[config.mk]
export PLATFORM = sky130hd
export DESIGN_NAME = aux_xact_codec
export DESIGN_NICKNAME = d
export VERILOG_FILES = /design/src/rtl/aux_codec_pkg.sv /design/src/rtl/aux_req_classify.sv /design/src/rtl/aux_tx_framer.sv /design/src/rtl/aux_rx_parser.sv /design/src/rtl/aux_xact_codec.sv
export SDC_FILE = /design/constraint.sdc
export NUM_CORES = 1
export LEC_CHECK = 0
export BUFFER_PORTS_ARGS = -buffer_cell sky130_fd_sc_hd__buf_2
export CAP_MARGIN = 20
export CORE_AREA = 4 4 129 131
export DETAILED_ROUTE_END_ITERATION = 16
export DIE_AREA = 0 0 133 135
export MAX_ROUTING_LAYER = met4
export PLACE_DENSITY = 0.53
export SYNTH_ARGS = -nofsm -noshare
export SYNTH_HDL_FRONTEND = slang
export SYNTH_SLANG_ARGS = --single-unit
[constraint.sdc]
create_clock -name clk -period 3.75 [get_ports clk]
set_input_delay 0.1875 -clock clk [delete_from_list [all_inputs] [get_ports clk]]
set_output_delay 0.1875 -clock clk [all_outputs]
set_load 0.05 [all_outputs]
[src/rtl/aux_codec_pkg.sv]
// Shared types and command decode for the auxiliary request codec.
// Assumes a 4-bit command whose bit 2 is the middle-of-transaction flag.
package aux_codec_pkg;

    localparam int unsigned AUX_ADDR_W = 20;
    localparam logic [3:0]  CMD_MASK      = 4'b1011;
    localparam logic [3:0]  CMD_NATIVE_WR = 4'b1000;

    typedef enum logic [1:0] {
        REJ_NONE     = 2'd0,
        REJ_BAD_CMD  = 2'd1,
        REJ_TOO_LONG = 2'd2
    } aux_rej_e;

    typedef enum logic [1:0] {
        KIND_WRITE = 2'd0,
        KIND_READ  = 2'd1,
        KIND_BAD   = 2'd2
    } aux_kind_e;

    // Classify a command once the middle-of-transaction flag is cleared.
    function automatic aux_kind_e aux_kind(input logic [3:0] cmd);
        case (cmd & CMD_MASK)
            4'b0000, 4'b0010, 4'b1000: aux_kind = KIND_WRITE;
            4'b0001, 4'b1001:          aux_kind = KIND_READ;
            default:                   aux_kind = KIND_BAD;
        endcase
    endfunction

endpackage

[src/rtl/aux_req_classify.sv]
// Combinational request classifier: derives header length, transmit and
// expected reply lengths, key-select flag and refusal reason.
// Assumes LEN_W small enough that 4 + max length fits in LEN_W+1 bits.
module aux_req_classify
    import aux_codec_pkg::*;
#(
    parameter int unsigned LEN_W    = 5,
    parameter int unsigned CNT_W    = LEN_W + 1,
    parameter int unsigned MAX_XFER = 20,
    parameter logic [AUX_ADDR_W-1:0] KEY_ADDR = 20'h68007
) (
    input  logic [3:0]            cmd,
    input  logic [AUX_ADDR_W-1:0] addr,
    input  logic [LEN_W-1:0]      len,
    output aux_kind_e             kind,
    output logic [CNT_W-1:0]      hdr_len,
    output logic [CNT_W-1:0]      tx_len,
    output logic [CNT_W-1:0]      rx_len,
    output logic                  key_sel,
    output aux_rej_e              rej
);

    localparam logic [CNT_W-1:0] LIMIT = CNT_W'(MAX_XFER);

    logic len_zero;
    logic [CNT_W-1:0] len_ext;

    // Length and flag derivation from the descriptor.
    always_comb begin
        kind     = aux_kind(cmd);
        len_zero = (len == '0);
        len_ext  = CNT_W'(len);
        hdr_len  = len_zero ? CNT_W'(3) : CNT_W'(4);
        if (kind == KIND_READ) begin
            tx_len = hdr_len;
            rx_len = len_ext + CNT_W'(1);
        end else begin
            tx_len = len_zero ? CNT_W'(3) : (len_ext + CNT_W'(4));
            rx_len = CNT_W'(2);
        end
        key_sel = ((cmd & CMD_MASK) == CMD_NATIVE_WR) && (addr == KEY_ADDR);
        if (kind == KIND_BAD)
            rej = REJ_BAD_CMD;
        else if (tx_len > LIMIT || rx_len > LIMIT)
            rej = REJ_TOO_LONG;
        else
            rej = REJ_NONE;
    end

endmodule

[src/rtl/aux_tx_framer.sv]
// Transmit framer: accepts one descriptor at a time, emits header bytes
// then passes write payload through, and announces launch or refusal.
// Assumes the classifier outputs are valid in the same cycle as req_valid.
module aux_tx_framer
    import aux_codec_pkg::*;
#(
    parameter int unsigned LEN_W = 5,
    parameter int unsigned CNT_W = LEN_W + 1
) (
    input  logic                  clk,
    input  logic                  rst_n,
    input  logic                  req_valid,
    output logic                  req_ready,
    input  logic [3:0]            req_cmd,
    input  logic [AUX_ADDR_W-1:0] req_addr,
    input  logic [LEN_W-1:0]      req_len,
    input  aux_kind_e             kind,
    input  logic [CNT_W-1:0]      hdr_len,
    input  logic [CNT_W-1:0]      tx_len,
    input  logic [CNT_W-1:0]      rx_len,
    input  logic                  key_sel,
    input  aux_rej_e              rej,
    input  logic                  pl_valid,
    output logic                  pl_ready,
    input  logic [7:0]            pl_data,
    output logic                  tx_valid,
    input  logic                  tx_ready,
    output logic [7:0]            tx_data,
    output logic                  tx_last,
    output logic                  launch_valid,
    output logic [CNT_W-1:0]      launch_tx_len,
    output logic [CNT_W-1:0]      launch_rx_len,
    output logic                  launch_key_sel,
    output logic                  rej_valid,
    output logic [1:0]            rej_code,
    output logic                  ctx_read,
    output logic [LEN_W-1:0]      ctx_len
);

    logic                  busy_q;
    logic [CNT_W-1:0]      idx_q;
    logic [3:0]            cmd_q;
    logic [AUX_ADDR_W-1:0] addr_q;
    logic [LEN_W-1:0]      len_q;
    logic [CNT_W-1:0]      hdr_len_q;
    logic [CNT_W-1:0]      tx_len_q;
    logic                  accept;
    logic                  in_hdr;
    logic [7:0]            hdr_byte;

    assign req_ready = !busy_q;
    assign accept    = req_valid && !busy_q;

    // Header byte selection by position within the header.
    always_comb begin
        in_hdr = busy_q && (idx_q < hdr_len_q);
        case (idx_q[1:0])
            2'd0:    hdr_byte = {cmd_q, addr_q[19:16]};
            2'd1:    hdr_byte = addr_q[15:8];
            2'd2:    hdr_byte = addr_q[7:0];
            default: hdr_byte = 8'(len_q) - 8'd1;
        endcase
    end

    // Byte stream muxing between header and payload pass-through.
    always_comb begin
        tx_valid = busy_q && (in_hdr || pl_valid);
        tx_data  = in_hdr ? hdr_byte : pl_data;
        pl_ready = busy_q && !in_hdr && tx_ready;
        tx_last  = busy_q && (idx_q == (tx_len_q - CNT_W'(1)));
    end

    // Request acceptance, launch/refusal pulses and byte position tracking.
    always_ff @(posedge clk) begin
        if (!rst_n) begin
            busy_q         <= 1'b0;
            idx_q          <= '0;
            cmd_q          <= '0;
            addr_q         <= '0;
            len_q          <= '0;
            hdr_len_q      <= '0;
            tx_len_q       <= '0;
            launch_valid   <= 1'b0;
            launch_tx_len  <= '0;
            launch_rx_len  <= '0;
            launch_key_sel <= 1'b0;
            rej_valid      <= 1'b0;
            rej_code       <= 2'd0;
            ctx_read       <= 1'b0;
            ctx_len        <= '0;
        end else begin
            launch_valid <= 1'b0;
            rej_valid    <= 1'b0;
            if (accept) begin
                if (rej != REJ_NONE) begin
                    rej_valid <= 1'b1;
                    rej_code  <= rej;
                end else begin
                    busy_q         <= 1'b1;
                    idx_q          <= '0;
                    cmd_q          <= req_cmd;
                    addr_q         <= req_addr;
                    len_q          <= req_len;
                    hdr_len_q      <= hdr_len;
                    tx_len_q       <= tx_len;
                    launch_valid   <= 1'b1;
                    launch_tx_len  <= tx_len;
                    launch_rx_len  <= rx_len;
                    launch_key_sel <= key_sel;
                    ctx_read       <= (kind == KIND_READ);
                    ctx_len        <= req_len;
                end
            end else if (tx_valid && tx_ready) begin
                if (tx_last)
                    busy_q <= 1'b0;
                else
                    idx_q <= idx_q + CNT_W'(1);
            end
        end
    end

endmodule

[src/rtl/aux_rx_parser.sv]
// Reply parser: takes the reply code from the first byte, forwards read
// data up to the requested size, or clamps a short-write count.
// Assumes ctx_read/ctx_len describe the request the reply belongs to
// and that LEN_W is at most 8.
module aux_rx_parser #(
    parameter int unsigned LEN_W = 5
) (
    input  logic             clk,
    input  logic             rst_n,
    input  logic             ctx_read,
    input  logic [LEN_W-1:0] ctx_len,
    input  logic             rx_valid,
    output logic             rx_ready,
    input  logic [7:0]       rx_data,
    input  logic             rx_last,
    output logic             rd_valid,
    input  logic             rd_ready,
    output logic [7:0]       rd_data,
    output logic             rsp_valid,
    output logic [3:0]       rsp_code,
    output logic [LEN_W-1:0] rsp_count
);

    logic             first_q;
    logic [3:0]       code_q;
    logic [LEN_W-1:0] cnt_q;
    logic             seen2_q;
    logic [7:0]       short_q;
    logic             fwd;
    logic             hs;
    logic [7:0]       wr_val;
    logic [7:0]       wr_clamp;
    logic [LEN_W-1:0] rd_cnt_next;

    // Forwarding decision and stream handshakes.
    always_comb begin
        fwd      = ctx_read && !first_q && (cnt_q < ctx_len);
        rd_valid = rx_valid && fwd;
        rd_data  = rx_data;
        rx_ready = fwd ? rd_ready : 1'b1;
        hs       = rx_valid && rx_ready;
    end

    // Completion count arithmetic for both reply kinds.
    always_comb begin
        wr_val      = seen2_q ? short_q : rx_data;
        wr_clamp    = (wr_val > 8'(ctx_len)) ? 8'(ctx_len) : wr_val;
        rd_cnt_next = cnt_q + (fwd ? LEN_W'(1) : LEN_W'(0));
    end

    // Per-reply state and the completion pulse.
    always_ff @(posedge clk) begin
        if (!rst_n) begin
            first_q   <= 1'b1;
            code_q    <= '0;
            cnt_q     <= '0;
            seen2_q   <= 1'b0;
            short_q   <= '0;
            rsp_valid <= 1'b0;
            rsp_code  <= '0;
            rsp_count <= '0;
        end else begin
            rsp_valid <= 1'b0;
            if (hs) begin
                if (rx_last) begin
                    rsp_valid <= 1'b1;
                    rsp_code  <= first_q ? rx_data[7:4] : code_q;
                    if (ctx_read)
                        rsp_count <= rd_cnt_next;
                    else if (!first_q)
                        rsp_count <= LEN_W'(wr_clamp);
                    else
                        rsp_count <= ctx_len;
                    first_q <= 1'b1;
                    cnt_q   <= '0;
                    seen2_q <= 1'b0;
                end else if (first_q) begin
                    code_q  <= rx_data[7:4];
                    first_q <= 1'b0;
                end else if (ctx_read) begin
                    cnt_q <= rd_cnt_next;
                end else if (!seen2_q) begin
                    short_q <= rx_data;
                    seen2_q <= 1'b1;
                end
            end
        end
    end

endmodule

[src/rtl/aux_xact_codec.sv]
// Top: auxiliary-channel request framer and reply parser. Wires the
// classifier, the transmit framer and the reply parser together.
// Assumes one request is framed at a time and replies follow launches.
module aux_xact_codec
    import aux_codec_pkg::*;
#(
    parameter int unsigned LEN_W    = 5,
    parameter int unsigned CNT_W    = LEN_W + 1,
    parameter int unsigned MAX_XFER = 20,
    parameter logic [19:0] KEY_ADDR = 20'h68007
) (
    input  logic             clk,
    input  logic             rst_n,
    input  logic             req_valid,
    output logic             req_ready,
    input  logic [3:0]       req_cmd,
    input  logic [19:0]      req_addr,
    input  logic [LEN_W-1:0] req_len,
    input  logic             pl_valid,
    output logic             pl_ready,
    input  logic [7:0]       pl_data,
    output logic             tx_valid,
    input  logic             tx_ready,
    output logic [7:0]       tx_data,
    output logic             tx_last,
    output logic             launch_valid,
    output logic [CNT_W-1:0] launch_tx_len,
    output logic [CNT_W-1:0] launch_rx_len,
    output logic             launch_key_sel,
    output logic             rej_valid,
    output logic [1:0]       rej_code,
    input  logic             rx_valid,
    output logic             rx_ready,
    input  logic [7:0]       rx_data,
    input  logic             rx_last,
    output logic             rd_valid,
    input  logic             rd_ready,
    output logic [7:0]       rd_data,
    output logic             rsp_valid,
    output logic [3:0]       rsp_code,
    output logic [LEN_W-1:0] rsp_count
);

    aux_kind_e        cls_kind;
    logic [CNT_W-1:0] cls_hdr_len;
    logic [CNT_W-1:0] cls_tx_len;
    logic [CNT_W-1:0] cls_rx_len;
    logic             cls_key_sel;
    aux_rej_e         cls_rej;
    logic             ctx_read;
    logic [LEN_W-1:0] ctx_len;

    aux_req_classify #(
        .LEN_W(LEN_W), .CNT_W(CNT_W), .MAX_XFER(MAX_XFER), .KEY_ADDR(KEY_ADDR)
    ) classify_i (
        .cmd(req_cmd), .addr(req_addr), .len(req_len),
        .kind(cls_kind), .hdr_len(cls_hdr_len), .tx_len(cls_tx_len),
        .rx_len(cls_rx_len), .key_sel(cls_key_sel), .rej(cls_rej)
    );

    aux_tx_framer #(.LEN_W(LEN_W), .CNT_W(CNT_W)) framer_i (
        .clk(clk), .rst_n(rst_n),
        .req_valid(req_valid), .req_ready(req_ready),
        .req_cmd(req_cmd), .req_addr(req_addr), .req_len(req_len),
        .kind(cls_kind), .hdr_len(cls_hdr_len), .tx_len(cls_tx_len),
        .rx_len(cls_rx_len), .key_sel(cls_key_sel), .rej(cls_rej),
        .pl_valid(pl_valid), .pl_ready(pl_ready), .pl_data(pl_data),
        .tx_valid(tx_valid), .tx_ready(tx_ready), .tx_data(tx_data), .tx_last(tx_last),
        .launch_valid(launch_valid), .launch_tx_len(launch_tx_len),
        .launch_rx_len(launch_rx_len), .launch_key_sel(launch_key_sel),
        .rej_valid(rej_valid), .rej_code(rej_code),
        .ctx_read(ctx_read), .ctx_len(ctx_len)
    );

    aux_rx_parser #(.LEN_W(LEN_W)) parser_i (
        .clk(clk), .rst_n(rst_n),
        .ctx_read(ctx_read), .ctx_len(ctx_len),
        .rx_valid(rx_valid), .rx_ready(rx_ready), .rx_data(rx_data), .rx_last(rx_last),
        .rd_valid(rd_valid), .rd_ready(rd_ready), .rd_data(rd_data),
        .rsp_valid(rsp_valid), .rsp_code(rsp_code), .rsp_count(rsp_count)
    );

endmodule

Yosys cells after proc, flatten, opt, wreduce, memory -nomap -nowiden
Index checks and enable logic that the tools add are counted.
{"block": "word_totals", "inputBits": 53, "wordCells": 120, "register_bits": 89}
{"block": "op_classes", "order_cmp": 5, "n_reduce_logical": 37, "eq_ne": 14, "add_sub_neg": 6, "n_mux": 33, "n_bitwise": 4}
{"op": "two-way mux 6 bit", "n": 7}
{"op": "two-way mux 5 bit", "n": 6}
{"op": "one-hot mux 8 bit (3 select lines)", "n": 1}
{"op": "== test 20 x 19 -> 1 bit, second input constant", "n": 1}
{"op": "two-way mux 8 bit", "n": 2}
{"op": "> comparator 6 x 5 -> 1 bit, second input constant", "n": 2}
{"op": "logical AND 1 bit", "n": 12}
{"op": "two-way mux 1 bit", "n": 12}
{"op": "AND reduction 2 bit", "n": 6}
{"op": "AND reduction 3 bit", "n": 4}
{"op": "> comparator 8 x 5 -> 1 bit", "n": 1}
{"op": "nonzero test 2 bit", "n": 4}
{"op": "adder 5 x 1 -> 6 bit, second input constant", "n": 1}
{"op": "adder 5 x 3 -> 6 bit, second input constant", "n": 1}
{"op": "adder 6 x 1 -> 6 bit, second input constant", "n": 1}
{"op": "== test 3 bit, second input constant", "n": 2}
{"op": "== test 6 bit", "n": 1}
{"op": "less-than comparator 6 bit", "n": 1}
{"op": "!= test 2 bit, second input constant", "n": 3}
{"op": "subtractor 5 x 1 -> 6 bit, second input constant", "n": 1}
{"op": "subtractor 6 x 1 -> 6 bit, second input constant", "n": 1}
{"op": "adder 5 bit", "n": 1}
{"op": "zero test 5 bit", "n": 1}
{"op": "less-than comparator 5 bit", "n": 1}
{"op": "17 further kinds", "n": 26}

Longest topological paths before layout
Gate-level depths: netlist of the first run.
{"block": "depth", "word_depth": 12, "mapped_depth": 13, "depth_no_buf": 13}

By module
From an unflattened synthesis of the first run, not the netlist that was laid out.
{"block": "unflattened", "hier_cells": 619, "area_unflattened_um2": 5049.8}
{"mod": "aux_tx_framer", "cells_per_inst": 371, "seq_area_each_um2": 1201.2, "n_inst": 1, "area_per_inst_um2": 2964.1}
{"mod": "aux_rx_parser", "cells_per_inst": 187, "seq_area_each_um2": 580.6, "n_inst": 1, "area_per_inst_um2": 1685.4}
{"mod": "aux_req_classify", "cells_per_inst": 61, "seq_area_each_um2": 0.0, "n_inst": 1, "area_per_inst_um2": 400.4}

Worst setup path before layout of the first run
OpenSTA, ideal clock, no wires.
{"block": "synth_timing", "kind": "register -> output", "from": "register framer_i.hdr_len_q[2]", "to": "output tx_data[0]", "arrival_ns": 2.531, "t_required_ns": 3.562, "setup_slack_ns": 1.032, "path_stages_with_launch": 8, "path_cell_list": "dfxtp_1 -> inv_1 -> ha_1 -> or4_4 -> a21oi_4 -> nand2_1 -> clkbuf_1 -> o21ai_0"}
{"block": "synth_between", "elab_chain_cells": 3}
{"item": "start, declared", "line_no": "aux_tx_framer.sv:45", "text": "logic [CNT_W-1:0] hdr_len_q;"}
{"item": "start signal, assigned", "line_no": "aux_tx_framer.sv:104", "text": "hdr_len_q <= hdr_len;"}
{"item": "less-than comparator 6 bit", "line_no": "aux_tx_framer.sv:56", "text": "in_hdr = busy_q && (idx_q < hdr_len_q);"}
{"item": "logical AND 1 bit", "line_no": "aux_tx_framer.sv:56"}
{"item": "two-way mux 8 bit", "line_no": "aux_tx_framer.sv:68", "text": "tx_data = in_hdr ? hdr_byte : pl_data;"}
{"item": "end, declared", "line_no": "aux_xact_codec.sv:24", "text": "output logic [7:0] tx_data,"}
No other way between the ends.

Worst setup path after layout of the first run
{"block": "layout_timing", "from": "register framer_i.ctx_len[1]", "to": "register parser_i.rsp_count[4]"}
{"block": "layout_between", "elab_chain_cells": 5}
{"item": "start, declared", "line_no": "aux_tx_framer.sv:37", "text": "output logic [LEN_W-1:0] ctx_len"}
{"item": "start signal, assigned", "line_no": "aux_tx_framer.sv:111", "text": "ctx_len <= req_len;"}
{"item": "less-than comparator 5 bit", "line_no": "aux_rx_parser.sv:37", "text": "fwd = ctx_read && !first_q && (cnt_q < ctx_len);"}
{"item": "logical AND 1 bit", "line_no": "aux_rx_parser.sv:37"}
{"item": "two-way mux 1 bit (on tied branches)", "line_no": "aux_rx_parser.sv:48, aux_rx_parser.sv:40"}
{"item": "adder 5 bit / logical AND 1 bit (equally long branches)", "line_no": "aux_rx_parser.sv:48, aux_rx_parser.sv:41"}
{"item": "two-way mux 5 bit / AND reduction 2 bit (equally long branches)"}
{"item": "end signal, assigned", "line_no": "aux_rx_parser.sv:69", "text": "rsp_count <= rd_cnt_next;"}
{"item": "end signal, assigned", "line_no": "aux_rx_parser.sv:71", "text": "rsp_count <= LEN_W'(wr_clamp);"}
{"item": "end signal, assigned", "line_no": "aux_rx_parser.sv:73", "text": "rsp_count <= ctx_len;"}
{"item": "end, declared", "line_no": "aux_rx_parser.sv:21", "text": "output logic [LEN_W-1:0] rsp_count"}
Parallel ways exist; a longest one is shown, timed or not.
A chain may end at the register's enable or synchronous reset.

==> results of run 1 <==
-- cell usage after synthesis (all sizes together), types with 7 or more instances --
library cell	n
ha	23
a211oi	14
inv	21
nor4	9
xnor2	10
buf	21
mux2i	24
a21oi	60
nand4	7
mux2	9
clkbuf	19
a222oi	8
o21ai	15
nand2	87
nand3	19
dfxtp	85
nor2	42
nor3	10
-- worst max-delay path: cells and delay by family (launching register included) --
kind,cells,cell delay [ns]
xor gates and xnor gates,1,0.19
AOI/OAI and AO/OA,6,1.28
buffers and inverters,1,0.11
and+or+nand+nor,1,0.10
DFF,1,0.38
adders and majority gates,3,0.75
-- sequential cells by signal, indices dropped and copies added, names as in the netlist --
| signal | cells |
|---|---|
| framer_i.launch_rx_len | 6 |
| framer_i.launch_tx_len | 6 |
| framer_i.ctx_len | 5 |
| framer_i.launch_valid | 1 |
| parser_i.first_q | 1 |
| parser_i.rsp_code | 4 |
| parser_i.seen2_q | 1 |
| framer_i.hdr_len_q | 2 |
| parser_i.short_q | 8 |
| framer_i.ctx_read | 1 |
| parser_i.rsp_count | 5 |
| parser_i.code_q | 4 |
| framer_i.addr_q | 20 |
| parser_i.cnt_q | 5 |
| framer_i.rej_code | 2 |
| framer_i.idx_q | 6 |
| framer_i.cmd_q | 4 |
| framer_i.launch_key_sel | 1 |
| framer_i.rej_valid | 1 |
| framer_i.busy_q | 1 |
| parser_i.rsp_valid | 1 |
-- worst paths after layout --
kind	from	endpoint	slack, ns	cells after the start
worst min-delay path	req_cmd[2]	framer_i.cmd_q[2]$_SDFFE_PN0P_	0.08	3
worst min register to register	framer_i.launch_rx_len[4]$_SDFFE_PN0P_	framer_i.launch_rx_len[4]$_SDFFE_PN0P_	0.46	2
worst max register to register	framer_i.ctx_len[1]$_SDFFE_PN0P_	parser_i.rsp_count[4]$_SDFFE_PN0P_	0.83	12
worst max-delay path	framer_i.ctx_len[1]$_SDFFE_PN0P_	parser_i.rsp_count[4]$_SDFFE_PN0P_	0.83	12
-- where the power goes --
group          internal (mW)  switching (mW)
clock network          0.654           0.391
registers              0.947          0.0386
logic                  0.150           0.308
-- through the flow --
step | hold slack, ns | total power [mW] | cells | util [%] | worst slack, ns
after floorplan | 0.323 | 1.33 | 555 | - | 1.03
final | 0.0771 | 2.49 | 853 | 35.7 | 0.829
after CTS | 0.0639 | 2.51 | 852 | 35.6 | 0.859
after global routing | 0.0741 | 2.60 | 853 | 35.7 | 0.563
after global placement | 0.441 | 1.46 | 836 | 33.4 | 0.991
after detailed placement | 0.444 | 1.46 | 836 | 33.4 | 0.883
-- per-layer routing --
metal	vias up	wire, um
li1	2108	-
met1	1973	6010
met2	127	6140
met3	17	676
met4	0	206
met5	-	0
-- cell families after synthesis --
logic type                 Yosys count  share of synthesized area [%]
xor gates and xnor gates            16                           3.04
AOI/OAI and AO/OA                  129                           18.9
and+or+nand+nor                    207                           21.2
DFF                                 85                           36.9
buffers and inverters               62                           6.29
adders and majority gates           23                           6.24
muxes                               33                           7.41
-- area by class of cell --
class	count	area share, %
well taps	216	4.86
inverters	22	1.48
flip-flops and latches	85	30.6
multi-input cells	408	47.1
repair buffers	105	9.63
clock inverters	7	2.23
clock buffers	9	4.05
diodes	1	0.0450
==> results by group, run 1 <==
Run status
  • Status: finished clean

Clock tree
  • Post-CTS Setup Repair Bufs: 0
  • Clock Path Buffers: 2
  • CTS tree: yes
  • CTS root buffer: clkbuf_16
  • H-tree depth: 3
  • Num CTS Buffers: 9
  • CTS Sinks: 85
  • CTS-repair resized insts: 0
  • Clock transition at path regs: ~0.070 ns
  • CTS Hold Bufs: 0
  • Worst skew pair latency: 0.35 ns

Drt
  • Via/cell ratio: roughly 5
  • DR vias: about 4.2k
  • ANT nets after route: 0
  • Number of DRC markers in iteration 0: between 300 and 400
  • DRT Pass-1 Iters: 6
  • DRT Wirelength: around 13000 um
  • Routed wire length per instance: 15.3 um
  • Drc violations: 0

Critical path
  • Crit start category: flip-flop
  • Slowest stage delay, CP: ~0.40 ns
  • Setup crit end kind: flip-flop
  • Worst-path cell chain: inv_1 -> ha_1 -> a21o_1 -> a21o_1 -> a21o_1 -> a211oi_1 -> ha_1 -> ha_1 -> nand3_1 -> xor2_1 -> o21ai_0 -> o221a_2
  • Critical path required time: around 4.0 ns
  • Crit path max fanout: 4
  • CP arrival: around 3.2 ns
  • Critical path class: reg -> reg
  • Slowest cell on crit path: a211oi_1

Timing
  • RSZ-0062 raised after global routing: no
  • Max-slew violation count: 0
  • Tmin final: 2.92 ns
  • Slew HR: 39.3%
  • Tightest Pin Transition: about 0.9 ns
  • Fin crit share: between 70 and 80%
  • Fmax: 342 MHz
  • Setup TNS: 0 ns
  • Clock skew: approximately 0.011 ns
  • Final Hold Viols: 0
  • Final setup violation count: 0

Global routing
  • Layer with the highest usage: met2
  • Met3 Resource Use GR: 3.50%
  • GRT Overall Usage: approximately 15%
  • Initial antenna violation count: 1
  • Met1 Use GR: between 15 and 20%
  • GR Overflow Total: 0
  • Vias in the first global route: 4131
  • Met2 Resource Use GR: about 24%
  • First-pass GRT wire length: ~21000 um
  • Largest net degree at the start of global routing: 42

Floorplanning
  • Die X: 133 um
  • Row cnt: 46
  • Initial Util: 29.6%
  • Ports: between 100 and 150
  • Die Y: between 100 and 150 um
  • Die area: 18000 um2
  • CORE AREA: between 15000 and 20000 um2

Placed design
  • Number of port buffers: 101
  • Area after DPL: around 5200 um2
  • Routability cong.: ~0.80
  • Post-DP HPWL: 9890 um

Logic synthesis
  • Post-Syn Area: around 4600 um2
  • Largest cells by area after synthesis: dfxtp_1, nand2_1, a21oi_1
  • Ys flop type: dfxtp_1
  • Largest area contributor in the netlist: dfxtp_1
  • Syn_nets: around 630
  • Post-synth ARST share: 0%
  • Top-area cell type share of the netlist area: 36.9%
  • Mapped Cells: roughly 560
  • Post-synth EDFFs: 0
  • Sequential share of the synthesized area: between 30% and 40%
  • Avg Synthesized Cell Area: 8.31 um2
  • Post-synthesis register bit count: 85
  • Number of warning messages in the yosys log: 0
  • Synth unique cells: 59

Pwr
  • PwrDens: approximately 450 nW/um2
  • Maximum vdd drop: approximately 0.25 mV
  • Static leakage: ~2.3 nW

Worst hold path
  • Min-Delay Path Class: in -> reg

Cells and area
  • Reg area: between 1500 and 2000 um2
  • Cell area after layout: between 5000 and 6000 um2
  • Layout Nets: 707
  • Multi-input gate area: 2620 um2
  • Ratio of cells with drive above 1 in the final layout: about a quarter
  • Most common cell after layout, fill and taps aside: buf_2
  • Syn-to-layout area delta: 20.6%
  • FILL cells: ~1.6k
  • Most frequent cells in the layout: buf_2, nand2_1, dfxtp_1, a21oi_1, nor2_1

Flow run
  • MaxCap Viol Count: 0
No activity file was read; power rests on OpenSTA's default activity.
==> run 2, diff against run 1 <==
--- a/config.mk
+++ b/config.mk
@@ -5,11 +5,12 @@
 export SDC_FILE = /design/constraint.sdc
 export NUM_CORES = 1
 export LEC_CHECK = 0
+export ABC_AREA = 1
 export BUFFER_PORTS_ARGS = -buffer_cell sky130_fd_sc_hd__buf_2
 export CAP_MARGIN = 20
-export CORE_AREA = 4 4 129 131
+export CORE_AREA = 4 4 132 134
 export DETAILED_ROUTE_END_ITERATION = 16
-export DIE_AREA = 0 0 133 135
+export DIE_AREA = 0 0 136 138
 export MAX_ROUTING_LAYER = met4
 export PLACE_DENSITY = 0.53
 export SYNTH_ARGS = -nofsm -noshare
==> constraint.sdc (replaced) <==
create_clock -name clk -period 3 [get_ports clk]
set_input_delay 0.15 -clock clk [delete_from_list [all_inputs] [get_ports clk]]
set_output_delay 0.15 -clock clk [all_outputs]
set_load 0.05 [all_outputs]
==> results by group, run 2 <==
Clock tree
  • Post-CTS Setup Repair Bufs: 0 (unchanged)
  • CTS Sinks: 85 (unchanged)
  • CTS root buffer: clkbuf_16
  • Num CTS Buffers: 9 (unchanged)
  • H-tree depth: 3 (unchanged)
  • Clock transition at path regs: 0.07 ns (about the same)
  • CTS-repair resized insts: 0 (unchanged)
  • Clock Path Buffers: 2 (unchanged)
  • Worst skew pair latency: 0.34 ns (about the same)
  • CTS tree: yes
  • CTS Hold Bufs: 0 (unchanged)

Drt
  • DRT Pass-1 Iters: 5 (-1)
  • DR vias: 4790 (+13%)
  • Via/cell ratio: 4.58 (-7.5%)
  • ANT nets after route: 0 (unchanged)
  • Drc violations: 0 (unchanged)
  • Routed wire length per instance: 13.1 um (-14%)
  • Number of DRC markers in iteration 0: 284 (-18%)
  • DRT Wirelength: 13700 um (+5.1%)

Critical path
  • Critical path class: reg -> out
  • R2R Path Start: parser_i.seen2_q$_SDFFE_PN0P_
  • Critical path required time: 2.85 ns (-1.14 ns)
  • Crit path max fanout: 9 (+5)
  • CP arrival: 2.53 ns (-0.63 ns)
  • Setup crit end kind: output pin
  • CP Launch Point: framer_i.idx_q[1]$_SDFFE_PN0P_
  • Crit start category: flip-flop

Pwr
  • PwrDens: 537 nW/um2 (+20%)
  • Maximum vdd drop: 0.298 mV (+22%)
  • Tot Pwr: 3.09 mW (+24%)
  • Static leakage: 2.80 nW (+23%)

Floorplanning
  • Initial Util: 29.5% (about the same)
  • Die area: 18800 um2 (+4.5%)
  • CORE AREA: 16300 um2 (+4.4%)
  • Ports: 102 (unchanged)
  • Die Y: 138 um (+2.2%)
  • Row cnt: 47 (+2.2%)
  • Die X: 136 um (+2.3%)

Global routing
  • GRT Overall Usage: 15.0% (-0.33 points)
  • GR Overflow Total: 0 (unchanged)
  • First-pass GRT wire length: 22300 um (+4.4%)
  • Initial antenna violation count: 0 (-1)
  • Largest net degree at the start of global routing: 50 (+19%)
  • Vias in the first global route: 4506 (+9.1%)

Timing
  • Final setup violation count: 0 (unchanged)
  • Tmin final: 2.68 ns
  • Tightest Pin Transition: 0.560 ns (-0.348 ns)
  • Fin crit share: 89.4%
  • Max-slew violation count: 0 (unchanged)
  • Hold slack: 0.0522 ns (-0.0249 ns)
  • Final Hold Viols: 0 (unchanged)
  • Clock skew: 0.00705 ns (-0.00354 ns)
  • Fmax: ~370 MHz
  • Setup TNS: 0 ns (unchanged)
  • Slew HR: 62.7% (+23 points)
  • RSZ-0062 raised after global routing: no
  • Final WS setup: 0.317 ns (-0.512 ns)

Placed design
  • Setup WS pre-CTS: 0.535 ns (-0.348 ns)
  • Number of port buffers: 101 (unchanged)
  • Routability cong.: 0.859 (+6.9%)
  • Post-DP HPWL: 10300 um (+4.3%)

Logic synthesis
  • Top-count cell post-synth: nand2_1
  • Post-synth ARST share: 0% (unchanged)
  • Synth cell count leaders: nand2_1, dfxtp_1, inv_1
  • Top-area cell type share of the netlist area: 35.4% (-1.5 points)
  • Synth Area in XOR/XNOR: 1.27% (-1.8 points)
  • Compound-cell area share of the yosys netlist: 12.1% (-6.8 points)
  • Largest area contributor in the netlist: dfxtp_1
  • Post-synth EDFFs: 0 (unchanged)
  • Synth Area in Adders: 5.98% (-0.26 points)
  • Largest family of logic cells by synthesized area: simple AND/OR/NAND/NOR gates
  • Post-synthesis mux area share: 0.624% (-6.8 points)
  • Syn_nets: 809 (+28%)
  • Post-synthesis register bit count: 85 (unchanged)
  • Sequential share of the synthesized area: 35.4% (-1.5 points)
  • Ys flop type: dfxtp_1
  • Post-Syn Area: 4810 um2 (+4.3%)
  • Mapped Cells: 733 (+32%)
  • Synth unique cells: 35 (-41%)
  • Synth Area in Simple Gates: 34.5% (+13 points)
  • Largest cells by area after synthesis: dfxtp_1, nand2_1, a21oi_1
  • Avg Synthesized Cell Area: 6.56 um2 (-21%)
  • Number of warning messages in the yosys log: 0 (unchanged)

Cells and area
  • Finished Core Util: 35.3% (-0.35 points)
  • ANT cells: 0 (-1)
  • Syn-to-layout area delta: 19.5%
  • Top flop regs: framer_i.addr_q: 20 flops, parser_i.short_q: 8 flops
  • Most common cell after layout, fill and taps aside: nand2_1
  • Ratio of cells with drive above 1 in the final layout: 17.8% (-5.5 points)
  • Max reg flops: 20 (unchanged)
  • Most frequent cells in the layout: nand2_1, buf_2, dfxtp_1, inv_1, a21oi_1
  • Layout Nets: 897 (+27%)
  • Biggest register: framer_i.addr_q

Worst hold path
  • Min-Delay Path Class: in -> reg
  • Min-delay src: req_cmd[2]

Flow run
  • MaxCap Viol Count: 0 (unchanged)

Run status
  • Status: finished clean
-- run 2: cell families after synthesis --
group                    after synthesis
buffers and inverters                112
adder cells (fa/ha/maj)               23
multiplexers                           3
flip-flops                            85
AND/OR/NAND/NOR                      391
XOR/XNOR                               7
AO/OA/AOI/OAI                        112
-- run 2: per-layer routing --
metal | up-vias | wire (um) | part of all wire (%) | track usage (%)
li1 | 2523 | - | - | -
met1 | 2145 | 6800 | 50 | 20.3
met2 | 110 | 6080 | 44 | 22.9
met3 | 12 | 637 | 4.7 | 2.47
met4 | 0 | 176 | 1.3 | 4.35
met5 | - | 0 | 0 | -
-- run 2: area by class of cell --
cell class,instances,area [um2]
fillers,1815,10500
multi-input cells,536,2620
flip-flops and latches,85,1700
repair buffers,108,558
inverters,81,304
well taps,220,275
clock buffers,11,253
clock inverters,5,41.3
-- run 2: report_power, final --
| part | leakage (nW) | internal, mW | switching [mW] |
|---|---|---|---|
| logic | 1.96 | 0.221 | 0.513 |
| registers | 0.693 | 1.19 | 0.0552 |
| clock network | 0.139 | 0.614 | 0.491 |
| total | 2.80 | 2.03 | 1.06 |
-- run 2: final timing paths --
| kind | to | slack, ns | cells past startpoint |
|---|---|---|---|
| worst min-delay path | framer_i.cmd_q[2]$_SDFFE_PN0P_ | 0.05 | 3 |
| worst max register to register | parser_i.rsp_count[3]$_SDFFE_PN0P_ | 0.47 | 18 |
| worst min register to register | framer_i.launch_rx_len[5]$_SDFFE_PN0P_ | 0.44 | 2 |
| worst max-delay path | tx_data[5] | 0.32 | 7 |
-- run 2: critical path: stages, from the launching register on --
cell and delay [ns]:
dfxtp_1 0.50, ha_1 0.39, clkinv_1 0.34, nor2_1 0.24, nand4_1 0.16, nand3_1 0.18
o21a_1 0.13, buf_2 0.25
-- run 2: metrics by stage --
step | instances | cell area (um2)
6_report | 1046 | 5750
5_1_grt | 1046 | 5750
4_1_cts | 1046 | 5750
3_5_place_dp | 1030 | 5460
3_3_place_gp | 1030 | 5460
2_1_floorplan | 733 | 4810
==> run 3, diff against run 2 <==
--- a/config.mk
+++ b/config.mk
@@ -5,14 +5,16 @@
 export SDC_FILE = /design/constraint.sdc
 export NUM_CORES = 1
 export LEC_CHECK = 0
-export ABC_AREA = 1
+export ABC_AREA = 0
 export BUFFER_PORTS_ARGS = -buffer_cell sky130_fd_sc_hd__buf_2
 export CAP_MARGIN = 20
-export CORE_AREA = 4 4 132 134
+export CORE_AREA = 4 4 129 131
 export DETAILED_ROUTE_END_ITERATION = 16
-export DIE_AREA = 0 0 136 138
+export DIE_AREA = 0 0 133 135
+export HOLD_SLACK_MARGIN = 0.1
 export MAX_ROUTING_LAYER = met4
 export PLACE_DENSITY = 0.53
 export SYNTH_ARGS = -nofsm -noshare
 export SYNTH_HDL_FRONTEND = slang
 export SYNTH_SLANG_ARGS = --single-unit
+export TNS_END_PERCENT = 1
==> results by group, run 3 (same netlist as run 1, synthesis figures left out) <==
Clock tree
  • Clock Path Buffers: 2 (unchanged)
  • CTS Sinks: 85 (unchanged)
  • Worst skew pair latency: 0.35 ns (about the same)
  • Num CTS Buffers: 9 (unchanged)
  • Clock transition at path regs: 0.07 ns (about the same)
  • H-tree depth: 3 (unchanged)
  • CTS tree: yes
  • Post-CTS Setup Repair Bufs: 0 (unchanged)
  • CTS root buffer: clkbuf_16

Flow run
  • MaxCap Viol Count: 0 (unchanged)

Critical path
  • Critical path class: reg -> reg
  • Crit start category: flip-flop
  • Crit path to: parser_i.rsp_count[4]$_SDFFE_PN0P_
  • Setup crit end kind: flip-flop
  • Slowest cell on crit path: dfxtp_1
  • Slowest stage delay, CP: 0.38 ns (-0.12 ns)
  • Worst-path cell chain: inv_1 -> ha_1 -> a21o_1 -> a21o_1 -> a21o_1 -> a211oi_1 -> ha_1 -> ha_1 -> nand3_1 -> xor2_1 -> o21ai_0 -> o221a_2
  • Crit path max fanout: 4 (-5)
  • R2R Path Start: framer_i.ctx_len[1]$_SDFFE_PN0P_
  • Reg2Reg Depth: 12 (-6)
  • CP arrival: 3.02 ns (+0.49 ns)
  • Buf/Inv on CP: 1 (-1)
  • CP Launch Point: framer_i.ctx_len[1]$_SDFFE_PN0P_
  • Critical path required time: 3.24 ns (+0.39 ns)
  • CP top delay family: compound AO/OA/AOI/OAI gates
  • WP depth: 12 (+5)
  • R2r endpoint: parser_i.rsp_count[4]$_SDFFE_PN0P_
  • Worst reg-to-reg setup slack: 0.23 ns (-0.24 ns)

Cells and area
  • Max reg flops: 20 (unchanged)
  • Cell area after layout: 5850 um2 (+1.7%)
  • Syn-to-layout area delta: 26.8%
  • FILL cells: 1625 (-10%)
  • Layout Nets: 738 (-18%)
  • Most common cell after layout, fill and taps aside: buf_2
  • Finished Core Util: 37.5% (+2.2 points)
  • ANT cells: 0 (unchanged)
  • Ratio of cells with drive above 1 in the final layout: 22.9% (+5.1 points)
  • Most frequent cells in the layout: buf_2, nand2_1, dfxtp_1, a21oi_1, nor2_1
  • Biggest register: framer_i.addr_q
  • Top flop regs: framer_i.addr_q: 20 flops, parser_i.short_q: 8 flops

Placed design
  • Area after DPL: 5260 um2 (-3.6%)
  • Number of port buffers: 101 (unchanged)
  • Post-DP HPWL: 9810 um (-4.8%)
  • Routability cong.: 0.822 (-4.3%)
  • Setup WS pre-CTS: 0.236 ns (-0.299 ns)

Drt
  • DRT Wirelength: 13000 um (-4.8%)
  • DR vias: 4293 (-10%)
  • Via/cell ratio: 4.86 (+6.2%)
  • ANT nets after route: 0 (unchanged)
  • DRT Pass-1 Iters: 7 (+2)
  • Routed wire length per instance: 14.8 um (+13%)
  • Drc violations: 0 (unchanged)
  • Number of DRC markers in iteration 0: 308 (+8.5%)

Timing
  • Tmin final: 2.77 ns (+0.0887 ns)
  • Fmax: 361 MHz (-3.2%)
  • Max-slew violation count: 0 (unchanged)
  • Final Hold Viols: 0 (unchanged)
  • Final setup violation count: 0 (unchanged)
  • RSZ-0062 raised after global routing: no
  • Fin crit share: 92.4% (+3.0 points)
  • Clock skew: 0.00653 ns (-0.000525 ns)
  • Slew HR: 52.4% (-10 points)
  • Tightest Pin Transition: 0.713 ns (+0.153 ns)
  • Hold slack: 0.119 ns (+0.0666 ns)
  • Final WS setup: 0.228 ns (-0.0887 ns)
  • Setup TNS: 0 ns (unchanged)

Global routing
  • Largest net degree at the start of global routing: 42 (-16%)
  • Initial antenna violation count: 0 (unchanged)
  • First-pass GRT wire length: 21500 um (-3.9%)
  • GRT Overall Usage: 15.2% (+0.27 points)
  • GR Overflow Total: 0 (unchanged)
  • Vias in the first global route: 4249 (-5.7%)

Floorplanning
  • Row cnt: 46 (-2.1%)
  • Die X: 133 um (-2.2%)
  • Die Y: 135 um (-2.2%)
  • Ports: 102 (unchanged)
  • Initial Util: 29.6% (about the same)
  • Die area: 18000 um2 (-4.3%)
  • CORE AREA: 15600 um2 (-4.2%)

Run status
  • Status: finished clean

Pwr
  • Static leakage: 2.40 nW (-14%)
  • PwrDens: 527 nW/um2 (-1.9%)
  • Maximum vdd drop: 0.250 mV (-16%)

Worst hold path
  • Min-Delay Path Class: in -> reg
run 3: cell types whose count changed in the layout (fill, tap and decap cells not counted), moves of 9 or more:
cell,before,now
a211oi_1,0,13
dlygate4sd3_1,0,26
inv_1,71,19
mux2_2,0,9
mux2i_1,3,24
nand2_1,238,87
nand3_1,61,18
nor2_1,55,41
o21ai_0,34,14
run 3: how the worst min path moves through the flow:
stage,start,endpoint,slack (ns),depth (start not counted)
global route,req_addr[12],framer_i.addr_q[12]$_SDFFE_PN0P_,0.13,3
global placement,req_addr[0],framer_i.addr_q[0]$_SDFFE_PN0P_,0.40,3
detailed placement,req_cmd[2],framer_i.cmd_q[2]$_SDFFE_PN0P_,0.41,3
CTS,req_len[1],framer_i.ctx_len[1]$_SDFFE_PN0P_,0.10,3
floorplan,req_addr[0],framer_i.addr_q[0]$_SDFFE_PN0P_,0.29,2
finish,rx_data[7],parser_i.code_q[3]$_SDFFE_PN0P_,0.12,3
run 3: stage by stage:
stage,power [mW],cells
2_1_floorplan,1.67,555
3_3_place_gp,1.83,841
3_5_place_dp,1.84,841
4_1_cts,3.13,883
5_1_grt,3.23,883
6_report,3.08,883
run 3: final cells by class:
class	instances	area (um2)	area share, %
well taps	216	270	4.62
clock inverters	7	103	1.75
inverters	22	82.6	1.41
flip-flops and latches	85	1700	29.1
multi-input cells	408	2620	44.8
clock buffers	9	225	3.85
repair buffers	136	846	14.5
run 3: layer usage:
layer / GRT usage [%] / routed length [um] / vias up
met1: 19.3 / 6100 / 2004
met5: - / 0 / -
met4: 4.56 / 155 / 0
li1: - / - / 2177
met2: 24.5 / 6250 / 97
met3: 3.35 / 545 / 15
run 3: power by group:
group | leakage [nW] | switching, mW | internal [mW]
Clock | 0.157 | 0.503 | 0.742
Combinational | 1.55 | 0.392 | 0.216
Sequential | 0.692 | 0.0453 | 1.18
run 3: repair_timing:
item,CTS,global route
hold buffers,26,0
endpoints found under the hold margin,26,0
resized for setup,0,0
setup endpoints to repair,0,0
run 3: worst reg2reg max path, cell delays in order, from the launching register on:
cell,delay (ns)
dfxtp_1,0.38
inv_1,0.10
ha_1,0.30
a21o_1,0.16
a21o_1,0.19
a21o_1,0.18
a211oi_1,0.30
ha_1,0.23
ha_1,0.20
nand3_1,0.10
xor2_1,0.17
o21ai_0,0.09
o221a_2,0.26
